<file path="src/rtl/spi_ctl_pkg.sv">
package spi_ctl_pkg;

  localparam int WORD_W = 32;
  localparam int ADDR_W = 3;
  localparam int LEN_W  = $clog2(WORD_W) + 1;

  localparam logic [ADDR_W-1:0] ADR_CTRL = 3'd0;
  localparam logic [ADDR_W-1:0] ADR_EVT  = 3'd1;
  localparam logic [ADDR_W-1:0] ADR_MASK = 3'd2;
  localparam logic [ADDR_W-1:0] ADR_TX   = 3'd3;
  localparam logic [ADDR_W-1:0] ADR_RX   = 3'd4;

  localparam int B_LOOP = 30;
  localparam int B_MSBF = 26;
  localparam int B_MAST = 25;
  localparam int B_RUN  = 24;
  localparam int B_LEN  = 20;
  localparam int B_DIV  = 16;
  localparam int E_RXF  = 9;
  localparam int E_SLOT = 8;

  typedef struct packed {
    logic       loop;
    logic       msbf;
    logic       mast;
    logic       run;
    logic [3:0] lcode;
    logic [3:0] div;
  } ctrl_t;

  typedef enum logic {ST_IDLE, ST_SHIFT} eng_st_e;

  function automatic logic [LEN_W-1:0] code_to_len(input logic [3:0] code);
    if (code == 4'd0)      return LEN_W'(WORD_W);
    else if (code < 4'd3)  return LEN_W'(4);
    else                   return LEN_W'(code) + LEN_W'(1);
  endfunction

  function automatic logic [WORD_W-1:0] flip_word(input logic [WORD_W-1:0] d);
    logic [WORD_W-1:0] r;
    for (int i = 0; i < WORD_W; i++) r[i] = d[WORD_W-1-i];
    return r;
  endfunction

endpackage

</file>
<file path="src/rtl/spi_half_timer.sv">
module spi_half_timer
  import spi_ctl_pkg::*;
#(
  parameter int DIV_UNIT = 4
) (
  input  logic       clk,
  input  logic       rst_n,
  input  logic       run_i,
  input  logic [3:0] div_i,
  output logic       tick_o
);
  localparam int CW = $clog2(DIV_UNIT * 16 + 1);

  logic [CW-1:0] cnt_q, cnt_d, half_c;

  always_comb begin
    half_c = CW'(DIV_UNIT) * ((div_i == 4'd0) ? CW'(16) : CW'(div_i));
    tick_o = run_i && (cnt_q >= half_c - CW'(1));
    if (!run_i || tick_o) cnt_d = '0;
    else                  cnt_d = cnt_q + CW'(1);
  end

  always_ff @(posedge clk or negedge rst_n) begin
    if (!rst_n) cnt_q <= '0;
    else        cnt_q <= cnt_d;
  end

  // idle timer never ticks
  p_no_tick_idle_r6: assert property (@(posedge clk) disable iff (!rst_n)
    !run_i |-> !tick_o);

endmodule

</file>
<file path="src/rtl/spi_shift_engine.sv">
module spi_shift_engine
  import spi_ctl_pkg::*;
(
  input  logic              clk,
  input  logic              rst_n,
  input  logic              run_i,
  input  logic              start_i,
  input  logic [WORD_W-1:0] tx_word_i,
  input  logic [LEN_W-1:0]  len_i,
  input  logic              msbf_i,
  input  logic              loop_i,
  input  logic              miso_i,
  input  logic              tick_i,
  output logic              busy_o,
  output logic              sclk_o,
  output logic              mosi_o,
  output logic              rx_done_o,
  output logic [WORD_W-1:0] rx_word_o
);
  eng_st_e           st_q, st_d;
  logic [WORD_W-1:0] sh_q, sh_d;
  logic [WORD_W-1:0] rx_q, rx_d;
  logic [LEN_W-1:0]  k_q, k_d;
  logic              sclk_q, sclk_d;
  logic              done_q, done_d;
  logic [LEN_W-2:0]  pos;
  logic              smp;
  logic              last;

  always_comb begin
    st_d   = st_q;
    sh_d   = sh_q;
    rx_d   = rx_q;
    k_d    = k_q;
    sclk_d = sclk_q;
    done_d = 1'b0;
    smp    = loop_i ? sh_q[0] : miso_i;
    last   = (k_q == len_i - LEN_W'(1));
    pos    = msbf_i ? (LEN_W-1)'(len_i - LEN_W'(1) - k_q) : k_q[LEN_W-2:0];
    case (st_q)
      ST_IDLE: begin
        sclk_d = 1'b0;
        if (start_i) begin
          st_d = ST_SHIFT;
          k_d  = '0;
          rx_d = '0;
          sh_d = msbf_i ? (flip_word(tx_word_i) >> (LEN_W'(WORD_W) - len_i))
                        : tx_word_i;
        end
      end
      ST_SHIFT: begin
        if (!run_i) begin
          st_d   = ST_IDLE;
          sclk_d = 1'b0;
        end else if (tick_i) begin
          if (!sclk_q) begin
            sclk_d    = 1'b1;
            rx_d[pos] = smp;
            done_d    = last;
          end else begin
            sclk_d = 1'b0;
            if (last) begin
              st_d = ST_IDLE;
            end else begin
              k_d  = k_q + LEN_W'(1);
              sh_d = sh_q >> 1;
            end
          end
        end
      end
      default: st_d = ST_IDLE;
    endcase
  end

  always_ff @(posedge clk or negedge rst_n) begin
    if (!rst_n) begin
      st_q   <= ST_IDLE;
      sh_q   <= '0;
      rx_q   <= '0;
      k_q    <= '0;
      sclk_q <= 1'b0;
      done_q <= 1'b0;
    end else begin
      st_q   <= st_d;
      sh_q   <= sh_d;
      rx_q   <= rx_d;
      k_q    <= k_d;
      sclk_q <= sclk_d;
      done_q <= done_d;
    end
  end

  assign busy_o    = (st_q == ST_SHIFT);
  assign sclk_o    = sclk_q;
  assign mosi_o    = busy_o & sh_q[0];
  assign rx_done_o = done_q;
  assign rx_word_o = rx_q;

  p_sclk_low_idle_r6: assert property (@(posedge clk) disable iff (!rst_n)
    (st_q == ST_IDLE) |-> !sclk_q);

  p_mosi_still_high_r6: assert property (@(posedge clk) disable iff (!rst_n)
    (sclk_q && $past(sclk_q)) |-> $stable(mosi_o));

  p_bit_index_r3: assert property (@(posedge clk) disable iff (!rst_n)
    (st_q == ST_SHIFT) |-> (k_q < len_i));

  p_done_on_last_r8: assert property (@(posedge clk) disable iff (!rst_n)
    done_q |-> ($past(k_q) == $past(len_i) - LEN_W'(1)));

endmodule

</file>
<file path="src/rtl/spi_reg_bank.sv">
module spi_reg_bank
  import spi_ctl_pkg::*;
(
  input  logic              clk,
  input  logic              rst_n,
  input  logic              wr_i,
  input  logic [ADDR_W-1:0] addr_i,
  input  logic [WORD_W-1:0] wdata_i,
  output logic [WORD_W-1:0] rdata_o,
  output ctrl_t             ctrl_o,
  output logic [WORD_W-1:0] tx_word_o,
  output logic              hold_vld_o,
  input  logic              load_i,
  input  logic              rx_done_i,
  input  logic [WORD_W-1:0] rx_word_i,
  output logic              irq_o
);
  ctrl_t             ctrl_q, ctrl_d;
  logic [WORD_W-1:0] tx_q, tx_d, rx_q, rx_d;
  logic              hv_q, hv_d;
  logic              rxf_q, rxf_d, slot_q, slot_d;
  logic [1:0]        msk_q, msk_d;
  logic              wr_ctrl, wr_evt, wr_msk, wr_tx;
  logic              unused_wbits;

  assign wr_ctrl = wr_i && (addr_i == ADR_CTRL);
  assign wr_evt  = wr_i && (addr_i == ADR_EVT);
  assign wr_msk  = wr_i && (addr_i == ADR_MASK);
  assign wr_tx   = wr_i && (addr_i == ADR_TX);
  assign unused_wbits = ^{wdata_i[31], wdata_i[29:27], wdata_i[15:10]};

  always_comb begin
    ctrl_d = ctrl_q;
    if (wr_ctrl) begin
      ctrl_d.loop = wdata_i[B_LOOP];
      ctrl_d.msbf = wdata_i[B_MSBF];
      ctrl_d.mast = wdata_i[B_MAST];
      ctrl_d.run  = wdata_i[B_RUN];
      ctrl_d.div  = wdata_i[B_DIV +: 4];
      if (!ctrl_q.run) ctrl_d.lcode = wdata_i[B_LEN +: 4];
    end
    tx_d   = wr_tx ? wdata_i : tx_q;
    hv_d   = wr_tx | (hv_q & ~load_i);
    rx_d   = rx_done_i ? rx_word_i : rx_q;
    rxf_d  = rx_done_i | (rxf_q & ~(wr_evt & wdata_i[E_RXF]));
    if (wr_tx) slot_d = 1'b0;
    else       slot_d = load_i | (slot_q & ~(wr_evt & wdata_i[E_SLOT]));
    msk_d  = wr_msk ? {wdata_i[E_RXF], wdata_i[E_SLOT]} : msk_q;
  end

  always_ff @(posedge clk or negedge rst_n) begin
    if (!rst_n) begin
      ctrl_q <= '0;
      tx_q   <= '0;
      rx_q   <= '0;
      hv_q   <= 1'b0;
      rxf_q  <= 1'b0;
      slot_q <= 1'b1;
      msk_q  <= '0;
    end else begin
      ctrl_q <= ctrl_d;
      tx_q   <= tx_d;
      rx_q   <= rx_d;
      hv_q   <= hv_d;
      rxf_q  <= rxf_d;
      slot_q <= slot_d;
      msk_q  <= msk_d;
    end
  end

  always_comb begin
    rdata_o = '0;
    case (addr_i)
      ADR_CTRL: begin
        rdata_o[B_LOOP]      = ctrl_q.loop;
        rdata_o[B_MSBF]      = ctrl_q.msbf;
        rdata_o[B_MAST]      = ctrl_q.mast;
        rdata_o[B_RUN]       = ctrl_q.run;
        rdata_o[B_LEN +: 4]  = ctrl_q.lcode;
        rdata_o[B_DIV +: 4]  = ctrl_q.div;
      end
      ADR_EVT: begin
        rdata_o[E_RXF]  = rxf_q;
        rdata_o[E_SLOT] = slot_q;
      end
      ADR_MASK: begin
        rdata_o[E_RXF]  = msk_q[1];
        rdata_o[E_SLOT] = msk_q[0];
      end
      ADR_RX:  rdata_o = rx_q;
      default: rdata_o = '0;
    endcase
  end

  assign ctrl_o     = ctrl_q;
  assign tx_word_o  = tx_q;
  assign hold_vld_o = hv_q;
  assign irq_o      = (rxf_q & msk_q[1]) | (slot_q & msk_q[0]);

  p_len_locked_r4: assert property (@(posedge clk) disable iff (!rst_n)
    (wr_ctrl && ctrl_q.run) |=> $stable(ctrl_q.lcode));

  p_rxf_after_done_r8: assert property (@(posedge clk) disable iff (!rst_n)
    rx_done_i |=> rxf_q);

  p_slot_on_load_r10: assert property (@(posedge clk) disable iff (!rst_n)
    (load_i && !wr_tx) |=> slot_q);

  p_slot_clr_on_tx_r10: assert property (@(posedge clk) disable iff (!rst_n)
    wr_tx |=> !slot_q);

endmodule

</file>
<file path="src/rtl/spi_host_ctrl.sv">
module spi_host_ctrl
  import spi_ctl_pkg::*;
#(
  parameter int DIV_UNIT = 4
) (
  input  logic        clk,
  input  logic        rst_n,
  input  logic        reg_wr,
  input  logic [2:0]  reg_addr,
  input  logic [31:0] reg_wdata,
  output logic [31:0] reg_rdata,
  output logic        irq,
  output logic        sclk,
  output logic        mosi,
  input  logic        miso
);
  ctrl_t             ctrl;
  logic [WORD_W-1:0] tx_word, rx_word;
  logic              hold_vld, load, busy, tick, rx_done, active;
  logic [LEN_W-1:0]  clen;

  assign active = ctrl.run & ctrl.mast;
  assign load   = hold_vld & active & ~busy;
  assign clen   = code_to_len(ctrl.lcode);

  spi_reg_bank u_regs (
    .clk        (clk),
    .rst_n      (rst_n),
    .wr_i       (reg_wr),
    .addr_i     (reg_addr),
    .wdata_i    (reg_wdata),
    .rdata_o    (reg_rdata),
    .ctrl_o     (ctrl),
    .tx_word_o  (tx_word),
    .hold_vld_o (hold_vld),
    .load_i     (load),
    .rx_done_i  (rx_done),
    .rx_word_i  (rx_word),
    .irq_o      (irq)
  );

  spi_half_timer #(.DIV_UNIT(DIV_UNIT)) u_timer (
    .clk    (clk),
    .rst_n  (rst_n),
    .run_i  (busy),
    .div_i  (ctrl.div),
    .tick_o (tick)
  );

  spi_shift_engine u_eng (
    .clk       (clk),
    .rst_n     (rst_n),
    .run_i     (active),
    .start_i   (load),
    .tx_word_i (tx_word),
    .len_i     (clen),
    .msbf_i    (ctrl.msbf),
    .loop_i    (ctrl.loop),
    .miso_i    (miso),
    .tick_i    (tick),
    .busy_o    (busy),
    .sclk_o    (sclk),
    .mosi_o    (mosi),
    .rx_done_o (rx_done),
    .rx_word_o (rx_word)
  );

  p_quiet_when_stopped_r5: assert property (@(posedge clk) disable iff (!rst_n)
    (!active && !$past(active)) |-> !sclk);

endmodule

</file>
<file path="config.mk">
export PLATFORM = sky130hd
export DESIGN_NAME = spi_host_ctrl
export DESIGN_NICKNAME = d
export VERILOG_FILES = /design/src/rtl/spi_ctl_pkg.sv /design/src/rtl/spi_half_timer.sv /design/src/rtl/spi_shift_engine.sv /design/src/rtl/spi_reg_bank.sv /design/src/rtl/spi_host_ctrl.sv
export SDC_FILE = /design/constraint.sdc
export NUM_CORES = 1
export LEC_CHECK = 0
export CAP_MARGIN = 20
export CELL_PAD_IN_SITES_DETAIL_PLACEMENT = 1
export CELL_PAD_IN_SITES_GLOBAL_PLACEMENT = 2
export CORE_ASPECT_RATIO = 1.5
export CORE_MARGIN = 8
export CORE_UTILIZATION = 35
export DETAILED_ROUTE_END_ITERATION = 6
export PLACE_DENSITY = 0.87
export SYNTH_ARGS = -nofsm -noshare
export SYNTH_HDL_FRONTEND = slang
export SYNTH_SLANG_ARGS = --single-unit
</file>
<file path="constraint.sdc">
create_clock -name clk -period 4.38 [get_ports clk]
set_input_delay 0.876 -clock clk [delete_from_list [all_inputs] [get_ports clk]]
set_output_delay 0.876 -clock clk [all_outputs]
set_load 0.05 [all_outputs]
</file>
==> flow_summary.toml <==
[logic_synthesis]
synth_edf_count = 0
async_flop_share_pct = 100
synthSimpleGateAreaFrac_pct = 13.6
yosysTopAreaCell = "dfrtp_1"
syn_area_um2 = 9640
synthesis.nets = 972
synth_top_family_by_area = "multiplexers"
yosysTopAreaCellShare_pct = 41.5
yosys-top-cells-area = "dfrtp_1 42%, mux2_2 8.8%, mux4_2 6.8%, nand2_1 3.5%, mux2i_1 3.4%"
ys_types = 82
yosysMostFrequentCell = "dfrtp_1"
synth_flop_cell = "dfrtp_1"
seq_area_frac_synth_pct = 41.8
synth_common_cells = "160 x dfrtp_1, 90 x nand2_1, 75 x mux2_2, 47 x nor2_1, 44 x clkbuf_1"
ys_ff_latch = 161
syn-instance-count = 916
muxShareOfSynthArea_pct = 20.2
synth.avg_cell_area_um2 = 10.5
synth_fa_ha_area_share_pct = 2.28
yosysWarningCount = 0
synth_compound_area_share_pct = 16.6
synthXorXnorAreaFrac_pct = 1.36

[clock_tree]
cts_buffers = 17
clk_latency_ns = 0.44
ctsHoldBuffers = 0
clk_pin_slew_ns = 0.07
cts_root_buffer = "clkbuf_16"
htree_levels = 4
cts_tree = "done"
clockBufferDepth = 2
clock_sinks = 161

[min_path]
hp-class = "reg2reg"
worstHoldPathCells = 2
hold_end = "u_eng.sh_q[7]$_DFFE_PN0P_"
hold_path.startpoint = "u_eng.sh_q[7]$_DFFE_PN0P_"

[timing]
drv_slew = 0
fin_worst_skew_ns = 0.0126
period_share_pct = 92.2
fin_crit_ns = 4.04
final.setup.tns_ns = 0
hold_viol = 0
slew_headroom_pct = 33.5
worst_slew_pin_slew_ns = 0.992
finalSetupViolations = 0
fmax_mhz = 248
rsz0062_at_grt = "false"

[pwr]
seqPwrFrac_pct = 28.8
ir_drop_v = 0.000278
p_sw_uw = 3010
combPwrFrac_pct = 48.3
p_total_uw = 7070
power.density_nw_per_um2 = 608
power.internal_uw = 4070
clockPowerShare_pct = 22.8
power_leakage_uw = 0.00486
swShare_pct = 42.5

[critical_path]
timing.rr.end = "u_eng.rx_word_o[16]$_DFFE_PN0P_"
cp-end-kind = "register"
crit_arrival_ns = 4.36
crit_fanout = 10
crit_type = "reg2reg"
ff2ff_path_depth = 13
timing.rr.start = "u_regs.ctrl_o[4]$_DFFE_PN0P_"
cp-start-kind = "register"
cp_data_required_time_ns = 4.70
rrSetupSlack_ns = 0.34

[global_route]
antenna_found_initial = 0
grt_max_degree = 100
grt_pass1_vias = 8599
grt_remaining_overflow = 0
grt_pass1_wl_mm = 48.7
grt_usage_pct = 18.9

[detailed_routing]
drt-total-wl_mm = 30.0
wl_per_cell_um = 22.7
dr.first_iter.drc_count = 468
drc = 0
num_vias = 7775
final_antenna_net_count = 0
vias_per_cell = 5.89
firstDrtPassIters = 5

[cells_and_area]
diodes = 0
drive_gt1_share_pct = 23.3
fillCellCount = 2915
syn2layout_area_growth_pct = 20.7
layout.nets = 1022
fin_area_um2 = 11600

[die]
die_h_um = 219
coreArea_um2 = 27100
io_pins = 74
die_x_um = 152
dieArea_um2 = 33200
rows = 74
initial_core_util_pct = 35.5

[placement]
gp_congestion = 0.899
place_area_um2 = 11000
hpwl_mm = 22.2
port-buffer-count = 73

[outcome]
status = "completed"

[job]
cap_violations = 0
-- what timing repair did --
action / 4_1_cts / 5_1_grt
buffers inserted: 0 / 0
endpoints found under the setup margin: 0 / 3
gates resized for setup: 0 / 1
-- kinds of logic after synthesis --
family | Yosys count
buffers and inverters | 90
xor gates and xnor gates | 15
AOI/OAI and AO/OA | 227
and+or+nand+nor | 262
other | 1
adders and majority gates | 17
DFF | 161
muxes | 143
-- final cells by class --
cell class	instances	area, um^2	share of cell area, %
clock inverters	14	193	1.66
repair buffers	100	1230	10.6
multi-input cells	665	5240	45.0
well taps	342	428	3.68
inverters	21	78.8	0.677
flip-flops and latches	161	4030	34.6
clock buffers	18	439	3.77
-- cells in the final DEF, fill, tap and decap left out, types with 6 or more instances in the layout --
cell type	n
and3_1	7
and2_1	30
nor2b_1	8
a32o_1	25
inv_6	7
o21ai_0	37
ha_1	16
a21oi_1	42
buf_12	30
xor2_1	6
nand2b_1	6
mux2i_1	30
o221ai_1	6
o22ai_1	10
a22o_1	14
nor3_1	24
mux2_2	75
clkdlybuf4s50_1	42
nand2_1	90
nor2_1	47
nand3_1	13
xnor2_1	9
o211ai_1	10
a221oi_1	7
dfrtp_1	160
buf_4	27
o21ai_1	28
a211oi_1	8
mux4_2	29
clkbuf_16	17
inv_1	18
-- worst max-delay path, stage by stage, from the launching register on --
cell and delay, ns:
dfrtp_1 0.37, buf_4 0.16, ha_1 0.30, nand2b_1 0.11, a21o_2 0.26, ha_1 0.35, fa_1 0.44, xnor2_1 0.15
mux2i_2 0.30, nor2b_1 0.25, or4b_4 0.53, mux2i_4 0.31, nand2_1 0.11, a32o_1 0.28
-- state kept, by name, indices dropped and copies added, names as in the netlist, 2 cells and up --
signal,cells
u_eng.rx_word_o,32
u_eng.sh_q,32
u_regs.rx_q,32
u_regs.tx_word_o,32
u_regs.ctrl_o,12
u_timer.cnt_q,7
u_eng.k_q,6
u_regs.msk_q,2
-- per-stage QoR --
stage | setup WS, ns | util, % | cells | hold slack (ns)
5_1_grt | 0.0596 | 42.9 | 1321 | 0.511
3_5_place_dp | 0.286 | 40.6 | 1289 | 0.465
4_1_cts | 0.293 | 42.9 | 1321 | 0.480
2_1_floorplan | 0.0393 | - | 916 | 0.441
3_3_place_gp | 0.510 | 40.6 | 1289 | 0.456
6_report | 0.340 | 42.9 | 1321 | 0.476
-- worst max path at each step --
stage | from | to | cells after the start
6_report | u_regs.ctrl_o[4]$_DFFE_PN0P_ | u_eng.rx_word_o[16]$_DFFE_PN0P_ | 13
5_1_grt | u_regs.ctrl_o[4]$_DFFE_PN0P_ | u_eng.rx_word_o[4]$_DFFE_PN0P_ | 13
4_1_cts | u_regs.ctrl_o[4]$_DFFE_PN0P_ | u_eng.rx_word_o[16]$_DFFE_PN0P_ | 13
3_5_place_dp | u_regs.ctrl_o[4]$_DFFE_PN0P_ | u_eng.rx_word_o[16]$_DFFE_PN0P_ | 13
3_3_place_gp | u_regs.ctrl_o[4]$_DFFE_PN0P_ | u_eng.rx_word_o[19]$_DFFE_PN0P_ | 13
2_1_floorplan | u_regs.ctrl_o[4]$_DFFE_PN0P_ | u_eng.rx_word_o[10]$_DFFE_PN0P_ | 20
-- per-layer routing --
metal	wire length, um	share of wire, %	global-route usage, %
met1	11400	38	20.2
met5	0	0	0
met3	809	2.7	2.78
met4	1240	4.1	9.54
met2	16600	55	35.0
-- power groups by stage --
stage | logic (uW) | registers [uW] | clock network, uW
global route | 3670 | 2070 | 1690
floorplan | 2550 | 1910 | 0
finish | 3420 | 2040 | 1620
detailed placement | 3370 | 2050 | 0
CTS | 3390 | 2030 | 1650
global placement | 3290 | 2040 | 0
Note: power is estimated with default switching activity, not from simulation.
